<file path="config.mk">
export PLATFORM = sky130hd
export DESIGN_NAME = snn_layer_seq
export DESIGN_NICKNAME = d
export VERILOG_FILES = /design/src/rtl/snn_seq_pkg.sv /design/src/rtl/snn_spike_dispatch.sv /design/src/rtl/snn_if_sweep.sv /design/src/rtl/snn_layer_seq.sv
export SDC_FILE = /design/constraint.sdc
export NUM_CORES = 1
export LEC_CHECK = 0
export BUFFER_PORTS_ARGS = -buffer_cell sky130_fd_sc_hd__clkbuf_2
export CAP_MARGIN = 20
export CORE_AREA = 3 3 117 119
export CTS_CLUSTER_DIAMETER = 150
export DETAILED_ROUTE_END_ITERATION = 10
export DIE_AREA = 0 0 120 122
export PLACE_DENSITY_LB_ADDON = 0.08
export SETUP_SLACK_MARGIN = 0.2
export SLEW_MARGIN = 20
export SYNTH_ARGS = -nofsm -noshare
export SYNTH_HDL_FRONTEND = slang
export SYNTH_SLANG_ARGS = --single-unit
</file>
<file path="constraint.sdc">
create_clock -name clk -period 9.9 [get_ports clk]
set_input_delay 1.485 -clock clk [delete_from_list [all_inputs] [get_ports clk]]
set_output_delay 1.485 -clock clk [all_outputs]
set_load 0.03 [all_outputs]
</file>
<file path="src/rtl/snn_seq_pkg.sv">
package snn_seq_pkg;
  typedef enum logic [2:0] {
    SQ_IDLE, SQ_PROP, SQ_SETTLE, SQ_DRAIN, SQ_EVAL, SQ_NEXT
  } seq_state_t;

  typedef enum logic [1:0] {
    DP_IDLE, DP_READ, DP_TEST, DP_SEND
  } disp_state_t;

  typedef enum logic [1:0] {
    EV_IDLE, EV_READ, EV_FIRE
  } eval_state_t;
endpackage

</file>
<file path="src/rtl/snn_spike_dispatch.sv">
module snn_spike_dispatch
  import snn_seq_pkg::*;
#(
  parameter int LANES = 16,
  parameter int NW    = 6,
  parameter int TW    = 4
) (
  input  logic               clk,
  input  logic               rst_n,
  input  logic               go,
  input  logic               bank,
  input  logic [TW-1:0]      ts,
  input  logic [NW-1:0]      last_idx,
  output logic               sp_rd_en,
  output logic [TW+NW:0]     sp_rd_addr,
  input  logic               sp_rd_data,
  output logic [LANES-1:0]   lane_valid,
  input  logic [LANES-1:0]   lane_ready,
  output logic [NW-1:0]      lane_nid,
  output logic               finished
);
  localparam int LANEW = $clog2(LANES);

  disp_state_t       st;
  logic [NW-1:0]     idx;
  logic [LANEW-1:0]  tgt;
  logic              at_end;

  assign tgt    = idx[LANEW-1:0];
  assign at_end = (idx == last_idx);

  always_ff @(posedge clk) begin
    if (!rst_n) begin
      st       <= DP_IDLE;
      idx      <= '0;
      finished <= 1'b0;
    end else begin
      finished <= 1'b0;
      case (st)
        DP_IDLE: if (go) begin
          idx <= '0;
          st  <= DP_READ;
        end
        DP_READ: st <= DP_TEST;
        DP_TEST: begin
          if (sp_rd_data) st <= DP_SEND;
          else if (at_end) begin
            finished <= 1'b1;
            st       <= DP_IDLE;
          end else begin
            idx <= idx + 1'b1;
            st  <= DP_READ;
          end
        end
        DP_SEND: if (lane_ready[tgt]) begin
          if (at_end) begin
            finished <= 1'b1;
            st       <= DP_IDLE;
          end else begin
            idx <= idx + 1'b1;
            st  <= DP_READ;
          end
        end
        default: st <= DP_IDLE;
      endcase
    end
  end

  assign sp_rd_en   = (st == DP_READ);
  assign sp_rd_addr = {bank, ts, idx};
  assign lane_nid   = idx;

  for (genvar g = 0; g < LANES; g++) begin : g_lane
    assign lane_valid[g] = (st == DP_SEND) && (tgt == LANEW'(g));
  end


  one_lane_chk: assert property (@(posedge clk) disable iff (!rst_n)
    $onehot0(lane_valid));


  offer_hold_chk: assert property (@(posedge clk) disable iff (!rst_n)
    (|(lane_valid & ~lane_ready)) |=> ($stable(lane_valid) && $stable(lane_nid)));
endmodule

</file>
<file path="src/rtl/snn_if_sweep.sv">
module snn_if_sweep
  import snn_seq_pkg::*;
#(
  parameter int NW = 6,
  parameter int TW = 4,
  parameter int LW = 2,
  parameter int VW = 16
) (
  input  logic               clk,
  input  logic               rst_n,
  input  logic               go,
  input  logic [LW-1:0]      layer,
  input  logic [TW-1:0]      ts,
  input  logic               wbank,
  input  logic [NW-1:0]      last_idx,
  input  logic [VW-1:0]      bias,
  input  logic [VW-1:0]      thresh,
  output logic               st_rd_en,
  output logic [LW+NW-1:0]   st_rd_addr,
  input  logic [VW-1:0]      st_rd_data,
  output logic               st_wr_en,
  output logic [LW+NW-1:0]   st_wr_addr,
  output logic [VW-1:0]      st_wr_data,
  output logic               sp_wr_en,
  output logic [TW+NW:0]     sp_wr_addr,
  output logic               sp_wr_data,
  output logic               finished
);
  eval_state_t          st;
  logic [NW-1:0]        idx;
  logic signed [VW-1:0] sum;
  logic                 fire;

  always_ff @(posedge clk) begin
    if (!rst_n) begin
      st       <= EV_IDLE;
      idx      <= '0;
      finished <= 1'b0;
    end else begin
      finished <= 1'b0;
      case (st)
        EV_IDLE: if (go) begin
          idx <= '0;
          st  <= EV_READ;
        end
        EV_READ: st <= EV_FIRE;
        EV_FIRE: begin
          if (idx == last_idx) begin
            finished <= 1'b1;
            st       <= EV_IDLE;
          end else begin
            idx <= idx + 1'b1;
            st  <= EV_READ;
          end
        end
        default: st <= EV_IDLE;
      endcase
    end
  end

  assign sum  = $signed(st_rd_data) + $signed(bias);
  assign fire = (sum > $signed(thresh));

  assign st_rd_en   = (st == EV_READ);
  assign st_rd_addr = {layer, idx};
  assign st_wr_en   = (st == EV_FIRE);
  assign st_wr_addr = {layer, idx};
  assign st_wr_data = fire ? '0 : sum;
  assign sp_wr_en   = (st == EV_FIRE);
  assign sp_wr_addr = {wbank, ts, idx};
  assign sp_wr_data = fire;


  wb_follows_rd_chk: assert property (@(posedge clk) disable iff (!rst_n)
    st_wr_en |-> ($past(st_rd_en) && st_wr_addr == $past(st_rd_addr)));
endmodule

</file>
<file path="src/rtl/snn_layer_seq.sv">
module snn_layer_seq
  import snn_seq_pkg::*;
#(
  parameter int LANES = 16,
  parameter int MAXL  = 4,
  parameter int NW    = 6,
  parameter int TW    = 4,
  parameter int VW    = 16,
  localparam int LW   = $clog2(MAXL),
  localparam int SAW  = 1 + TW + NW,
  localparam int STAW = LW + NW
) (
  input  logic                   clk,
  input  logic                   rst_n,
  input  logic                   start,
  output logic                   done,
  input  logic [LW-1:0]          cfg_last_layer,
  input  logic [TW-1:0]          cfg_last_ts,
  input  logic [(MAXL+1)*NW-1:0] cfg_size,
  input  logic [MAXL-1:0]        cfg_prob,
  input  logic [MAXL*VW-1:0]     cfg_thresh,
  input  logic [MAXL*VW-1:0]     cfg_bias,
  output logic                   sp_rd_en,
  output logic [SAW-1:0]         sp_rd_addr,
  input  logic                   sp_rd_data,
  output logic                   sp_wr_en,
  output logic [SAW-1:0]         sp_wr_addr,
  output logic                   sp_wr_data,
  output logic [LANES-1:0]       lane_valid,
  input  logic [LANES-1:0]       lane_ready,
  output logic [NW-1:0]          lane_nid,
  output logic                   lane_prob,
  input  logic [LANES-1:0]       lane_busy,
  output logic                   st_rd_en,
  output logic [STAW-1:0]        st_rd_addr,
  input  logic [VW-1:0]          st_rd_data,
  output logic                   st_wr_en,
  output logic [STAW-1:0]        st_wr_addr,
  output logic [VW-1:0]          st_wr_data
);
  seq_state_t     st;
  logic [LW-1:0]  layer;
  logic [TW-1:0]  ts;
  logic           go_prop, go_eval;
  logic           prop_fin, eval_fin;
  logic [NW-1:0]  prev_last, cur_last;
  logic [VW-1:0]  cur_thresh, cur_bias;

  assign prev_last  = cfg_size[int'(layer)*NW +: NW];
  assign cur_last   = cfg_size[(int'(layer)+1)*NW +: NW];
  assign cur_thresh = cfg_thresh[int'(layer)*VW +: VW];
  assign cur_bias   = cfg_bias[int'(layer)*VW +: VW];
  assign lane_prob  = cfg_prob[layer];

  always_ff @(posedge clk) begin
    if (!rst_n) begin
      st      <= SQ_IDLE;
      layer   <= '0;
      ts      <= '0;
      go_prop <= 1'b0;
      go_eval <= 1'b0;
      done    <= 1'b0;
    end else begin
      go_prop <= 1'b0;
      go_eval <= 1'b0;
      done    <= 1'b0;
      case (st)
        SQ_IDLE: if (start) begin
          layer   <= '0;
          ts      <= '0;
          go_prop <= 1'b1;
          st      <= SQ_PROP;
        end
        SQ_PROP:   if (prop_fin) st <= SQ_SETTLE;
        SQ_SETTLE: st <= SQ_DRAIN;
        SQ_DRAIN: if (!(|lane_busy)) begin
          go_eval <= 1'b1;
          st      <= SQ_EVAL;
        end
        SQ_EVAL:   if (eval_fin) st <= SQ_NEXT;
        SQ_NEXT: begin
          if (ts == cfg_last_ts) begin
            if (layer == cfg_last_layer) begin
              done <= 1'b1;
              st   <= SQ_IDLE;
            end else begin
              layer   <= layer + 1'b1;
              ts      <= '0;
              go_prop <= 1'b1;
              st      <= SQ_PROP;
            end
          end else begin
            ts      <= ts + 1'b1;
            go_prop <= 1'b1;
            st      <= SQ_PROP;
          end
        end
        default: st <= SQ_IDLE;
      endcase
    end
  end

  snn_spike_dispatch #(.LANES(LANES), .NW(NW), .TW(TW)) u_disp (
    .clk(clk), .rst_n(rst_n), .go(go_prop), .bank(layer[0]), .ts(ts),
    .last_idx(prev_last), .sp_rd_en(sp_rd_en), .sp_rd_addr(sp_rd_addr),
    .sp_rd_data(sp_rd_data), .lane_valid(lane_valid), .lane_ready(lane_ready),
    .lane_nid(lane_nid), .finished(prop_fin)
  );

  snn_if_sweep #(.NW(NW), .TW(TW), .LW(LW), .VW(VW)) u_eval (
    .clk(clk), .rst_n(rst_n), .go(go_eval), .layer(layer), .ts(ts),
    .wbank(~layer[0]), .last_idx(cur_last), .bias(cur_bias),
    .thresh(cur_thresh), .st_rd_en(st_rd_en), .st_rd_addr(st_rd_addr),
    .st_rd_data(st_rd_data), .st_wr_en(st_wr_en), .st_wr_addr(st_wr_addr),
    .st_wr_data(st_wr_data), .sp_wr_en(sp_wr_en), .sp_wr_addr(sp_wr_addr),
    .sp_wr_data(sp_wr_data), .finished(eval_fin)
  );


  done_pulse_chk: assert property (@(posedge clk) disable iff (!rst_n)
    done |=> !done);


  quiet_lanes_chk: assert property (@(posedge clk) disable iff (!rst_n)
    st_rd_en |-> !(|lane_busy));


  phase_excl_chk: assert property (@(posedge clk) disable iff (!rst_n)
    !(sp_rd_en && st_rd_en));


  layer_step_chk: assert property (@(posedge clk) disable iff (!rst_n)
    !$stable(layer) |-> (layer == $past(layer) + 1'b1 || layer == '0));
endmodule

</file>
* Word-level counts from Yosys, hierarchy flattened
Cells that the tools add are included.
W data, S select, Z words.
** Cells by class
- $add $sub $neg :: 6
- Multiply operators :: 2
- Order comparisons :: 3
- Equality and inequality tests :: 41
- Shift operators :: 4
- Mux-type cells :: 47
- Bitwise operators :: 1
- Reductions and logical operators :: 33
** Operator list (number)
- $shiftx A64 B7 Y16 :: 2
- $mux W6 :: 6
- $eq A4 B4 Y1 const B :: 8
- $shiftx A30 B6 Y6 :: 1
- $shiftx A30 B7 Y6 :: 1
- $pmux W3 S6 :: 1
- $pmux W6 S3 :: 1
- $add A16 B16 Y16 :: 1
- $eq A4 B3 Y1 const B :: 4
- $gt A16 B16 Y1 :: 1
- $logic_and A1 B1 Y1 :: 16
- $mux W16 :: 1
- $ne A2 B2 Y1 const B :: 8
- $reduce_or A16 Y1 :: 1
- $mux W3 :: 5
- $mux W1 :: 14
- $mux W2 :: 7
- $add A6 B1 Y6 const B :: 2
- $eq A6 B6 Y1 :: 2
- $mux W4 :: 3
- $pmux W6 S2 :: 1
- $reduce_and A4 Y1 :: 3
- $reduce_and A3 Y1 :: 3
- $eq A4 B2 Y1 const B :: 2
- other kinds (31) :: 43
** Storage, ports and cells
- Bits in registers :: 30
- Input port bits :: 220
- Output and inout bits :: 83
- Logic and storage cells :: 149

* Depth between registers and ports, before layout
- Depth after elaboration :: 6
- Mapped depth :: 22

* Hierarchy
From an unflattened synthesis, not the netlist that was laid out.
** Unflattened totals
- Cell total of the unflattened synthesis :: 517
- Area total of the unflattened synthesis :: 4772.1 µm²
** By module, submodules not included
- snn_if_sweep :: instances 1, cells an instance 242, area each 1888.1 µm², seq. area each 180.2 µm²
- snn_layer_seq :: instances 1, cells an instance 143, area each 1786.7 µm², seq. area each 240.2 µm²
- snn_spike_dispatch :: instances 1, cells an instance 132, area each 1097.3 µm², seq. area each 180.2 µm²

* Least setup slack after synthesis
No wires, ideal clock.
- Kind :: input to output
- Start :: input cfg_bias[48]
- End :: output st_wr_data[0]
- Arrival :: 5506 ps
- Data required time :: 8415 ps
- Slack :: 2909 ps
- Cell stages on the path :: 18
- Buffers on the path :: 1
- Cells stage by stage :: mux4_2 ha_1 fa_1 a21o_1 a21oi_1 o21ai_0 a41o_1 xor2_1 ha_1 nand3_1 o22ai_1 o21a_1 o21ai_0 nand2_1 o21ai_0 clkbuf_1 inv_1 nor2_1
** On the way
- Word-level cells in the longest chain between the ends :: 4
** RTL lines
- start, declared :: RTL line snn_layer_seq.sv:22 : input logic [MAXL*VW-1:0] cfg_bias,
- $shiftx A64 B7 Y16 :: RTL line snn_layer_seq.sv:52 : assign cur_bias = cfg_bias[int'(layer)*VW +: VW];
- $add A16 B16 Y16 :: RTL line snn_if_sweep.sv:61 : assign sum = $signed(st_rd_data) + $signed(bias);
- $gt A16 B16 Y1 :: RTL line snn_if_sweep.sv:62 : assign fire = (sum > $signed(thresh));
- named net sp_wr_data :: RTL line snn_layer_seq.sv:28 : output logic sp_wr_data,
- $mux W16 :: RTL line snn_if_sweep.sv:68 : assign st_wr_data = fire ? '0 : sum;
- end, declared :: RTL line snn_layer_seq.sv:39 : output logic [VW-1:0] st_wr_data
The timed path passes the listed nets, and every way through them passes these cells.

* Worst setup path in the final report
- Start :: input cfg_bias[48]
- End :: output st_wr_data[0]
** On the way
- Word-level cells in the longest chain between the ends :: 4
** RTL lines (RTL line)
- $shiftx A64 B7 Y16 (*) :: snn_layer_seq.sv:52
- $add A16 B16 Y16 (*) :: snn_if_sweep.sv:61
- $gt A16 B16 Y1 :: snn_if_sweep.sv:62
- $mux W16 (*) :: snn_if_sweep.sv:68
Mark *: on every way between the ends. The rest lies on a longest branch, timed or not.

==> flow_metrics.tcl <==
set metrics [dict create \
    number_of_synthesized_register_bits 30 \
    first_iter_violations 146 \
    cts.reportedPaths.clkPinSlew_ps 50 \
    ys_seq_area_share_pct 13.5 \
    run_status "complete, no violations" \
    r2r_setup_slack_ps 6590 \
    post-layout-total-power_w 0.000528 \
    post-synth-top-area-fraction_pct 20.7 \
    sequential_cell_area_sq_um 606 \
    detailedPlacementHpwl_mm 13.3 \
    synth-edff-count 0 \
    totalWireLength_mm 15.5 \
    async_flop_share_pct 0 \
    final_net_count 1013 \
    root_buffer "sky130_fd_sc_hd__clkbuf_16" \
    worst-endpoint-required_ps 8420 \
    pins_over_their_slew_limit 0 \
    tritoncts "built" \
    min_period_ps 7140 \
    clock_latency_ps 280 \
    crit_chain "clkbuf_2 > mux4_2 > ha_1 > fa_1 > a21o_1 > a21oi_1 > o21ai_0 > a41o_1 > xor2_1 > ha_1 > nand3_1 > o22ai_1 > o21a_1 > o21ai_0 > nand2_1 > o21ai_0 > buf_4 > inv_1 > nor2_1 > clkbuf_2" \
    number_of_setup_buffers_added_after_cts 0 \
    postSynthAreaPerCell_sq_um 8.98 \
    ioPinCount 303 \
    routed-via-count 4801 \
    grt_pass1_vias 4706 \
    fin_skew_ps 6.06 \
    insertedDiodeCount 0 \
    finalHoldViolations 0 \
    synthesis.nets 754 \
    ctsLongestPathBuffers 2 \
    fillCellCount 1269 \
    cellLeakagePower_nw 2.88 \
    floorplan.initialDensity_pct 35.2 \
    initial_antenna_violation_count 0 \
    worstSetupPathType "input port to primary output" \
    wl_per_cell_um 16.7 \
    worst_hold_path_type "flop to flop" \
    slowest_stage "sky130_fd_sc_hd__mux4_2" \
    synth.cell_area_sq_um 4450 \
    critPathCaptureType "primary output" \
    layout-drive-gt1-share_pct 47.6 \
    worst-slew-pin-transition_ps 1060 \
    slew_headroom_pct 28.9 \
    netlist.top_cell.by_area "sky130_fd_sc_hd__mux4_2" \
    final-setup-viol-count 0 \
    synth_cell_type_count 50 \
    rsz0062_at_grt "no" \
    yosysWarningCount 0 \
    synth_top_flop_cell "sky130_fd_sc_hd__dfxtp_1" \
    cp.buffers_inverters 4 \
    max_freq_mhz 140 \
    drtAntennaViolNets 0 \
    finalWeightedCongestion 0.843 \
    via_per_inst 5.17 \
    route.detailed.drc 0 \
    critical_path.startpoint_type "input port" \
    holdBufCountCts 0 \
    grt_usage_pct 20.1 \
    chipHeight_um 122 \
    cts_h_tree_lvls 2 \
    grt-ovfl-total 0 \
    power.density_cell_area_nw_per_um2 87.7 \
    max-cap-violations 0 \
    critical-path-top-delay-family "compound AO/OA/AOI/OAI gates" \
    netlist_instances 496 \
    worst_ir_drop_vdd_v 0.0000530 \
    area_delta_synth_final_pct 35.2 \
    crit_path_dat_ps 5650 \
    grt_max_degree 53 \
    final.setup.tns_ps 0 \
    design.core.area_sq_um 12700 \
    postLayoutCoreUtil_pct 47.5 \
    timing.final.crit_share_pct 72.1 \
    cts_resized 0 \
    hold_ws_ps 486 \
    cp_max_fo 13 \
    dr.pass1.iters 4 \
    multi_input_comb_area_sq_um 3400 \
    io_buffer_count 302 \
    grt_first_pass_wirelength_mm 23.8 \
    dieArea_sq_um 14600 \
    cts-buffers-inserted 5 \
    tritoncts_num_sinks 30 \
    yosys-top-cells-area "sky130_fd_sc_hd__mux4_2 21%, sky130_fd_sc_hd__dfxtp_1 13%, sky130_fd_sc_hd__ha_1 10%" \
    placement_rows 41 \
    timing.critical_path.slowest_cell_delay_ps 480 \
    critPathMostFrequentCell "sky130_fd_sc_hd__o21ai_0" \
    die-width_um 120 \
]
==> final cells by class <==
class	count	share of cell area, %
inverter	33	2.06
clock inverter	2	0.187
sequential	30	10.1
timing repair buffer	304	25.3
clock buffer	6	2.31
tap	172	3.57
multi-input combinational	381	56.5
==> power by group <==
| part | switching [W] | internal [W] |
|---|---|---|
| Sequential | 0.00000320 | 0.000122 |
| Clock | 0.0000559 | 0.0000996 |
| Combinational | 0.000137 | 0.000111 |
==> state kept, by name, indices dropped and copies added, names as in the netlist <==
register         cells
go_prop              1
u_disp.lane_nid      6
u_eval.finished      1
u_eval.st            2
u_disp.finished      1
layer                2
ts                   4
u_disp.st            2
done                 1
st                   3
go_eval              1
u_eval.idx           6
==> per-layer routing <==
layer  GRT usage (%)  part of all wire [%]  vias to the layer above
met4            3.08                  0.95                        0
li1                -                     -                     2336
met5               0                     0                        -
met3            3.30                   6.1                       15
met1            23.6                    39                     2272
met2            39.1                    54                      178
==> cells in the final DEF, fill, tap and decap left out, types with 3 or more instances in the layout <==
| master | count |
|---|---|
| sky130_fd_sc_hd__dfxtp_1 | 28 |
| sky130_fd_sc_hd__a21oi_1 | 24 |
| sky130_fd_sc_hd__clkbuf_2 | 302 |
| sky130_fd_sc_hd__inv_1 | 33 |
| sky130_fd_sc_hd__xnor2_1 | 28 |
| sky130_fd_sc_hd__nor2b_1 | 7 |
| sky130_fd_sc_hd__or3_1 | 5 |
| sky130_fd_sc_hd__o22ai_1 | 3 |
| sky130_fd_sc_hd__o21ai_0 | 22 |
| sky130_fd_sc_hd__nand4_1 | 7 |
| sky130_fd_sc_hd__nand3_1 | 18 |
| sky130_fd_sc_hd__nor3_1 | 11 |
| sky130_fd_sc_hd__o31ai_1 | 5 |
| sky130_fd_sc_hd__nand2_1 | 34 |
| sky130_fd_sc_hd__a31oi_1 | 6 |
| sky130_fd_sc_hd__a21o_1 | 4 |
| sky130_fd_sc_hd__mux4_2 | 41 |
| sky130_fd_sc_hd__and2_1 | 31 |
| sky130_fd_sc_hd__ha_1 | 37 |
| sky130_fd_sc_hd__o21bai_1 | 4 |
| sky130_fd_sc_hd__nor2_1 | 30 |
| sky130_fd_sc_hd__o21a_1 | 8 |
| sky130_fd_sc_hd__mux2i_1 | 6 |
| sky130_fd_sc_hd__clkbuf_16 | 5 |
| sky130_fd_sc_hd__o211ai_1 | 3 |
| sky130_fd_sc_hd__xor2_1 | 7 |
| sky130_fd_sc_hd__nor4_1 | 7 |
| sky130_fd_sc_hd__mux4_1 | 8 |
==> cells by family (layout without fill, tap and decap cells) <==
group	count (synthesis)	after routing	share of synthesized area [%]
DFF	30	30	13.5
xor gates and xnor gates	35	35	6.88
buffers and inverters	85	345	10.1
and+or+nand+nor	163	163	18.8
muxes	56	56	27.1
adders and majority gates	38	38	10.8
AOI/OAI and AO/OA	89	89	12.8
==> worst paths after layout <==
path,start,depth (start not counted),end
max,cfg_bias[48],20,st_wr_data[0]
min,u_disp.finished,2,st[1]
max reg2reg,layer[0],7,u_disp.lane_nid[4]
min reg2reg,u_disp.finished,2,st[1]
==> synth_stat cells, drive strengths merged, types with 5 or more instances <==
library cell	number
buf	38
mux4	49
dfxtp	30
nand4	7
or3	5
ha	37
xor2	7
inv	33
a31oi	6
o31ai	5
nor2	30
nand3	18
and2	31
o21bai	5
nor4	7
o21ai	22
nor3	11
a21oi	24
clkbuf	14
o21a	8
nand2	34
nor2b	7
xnor2	28
mux2i	6
==> worst reg2reg max path: cells and delay by family, from the launching register on <==
kind             cells  cell delay, ps
AND/OR/NAND/NOR      2             940
XOR/XNOR             1             170
flip-flops           1             910
multiplexers         1             750
AO/OA/AOI/OAI        3             470
==> metrics by stage <==
stage | instance area [sq um] | std cells | setup slack [ps]
global route | 6020 | 928 | 2430
global placement | 5870 | 920 | 2830
detailed placement | 5870 | 920 | 2760
finish | 6020 | 928 | 2760
floorplan | 4450 | 496 | 2910
CTS | 6020 | 928 | 2750
Power figures use the tool's default switching activity.
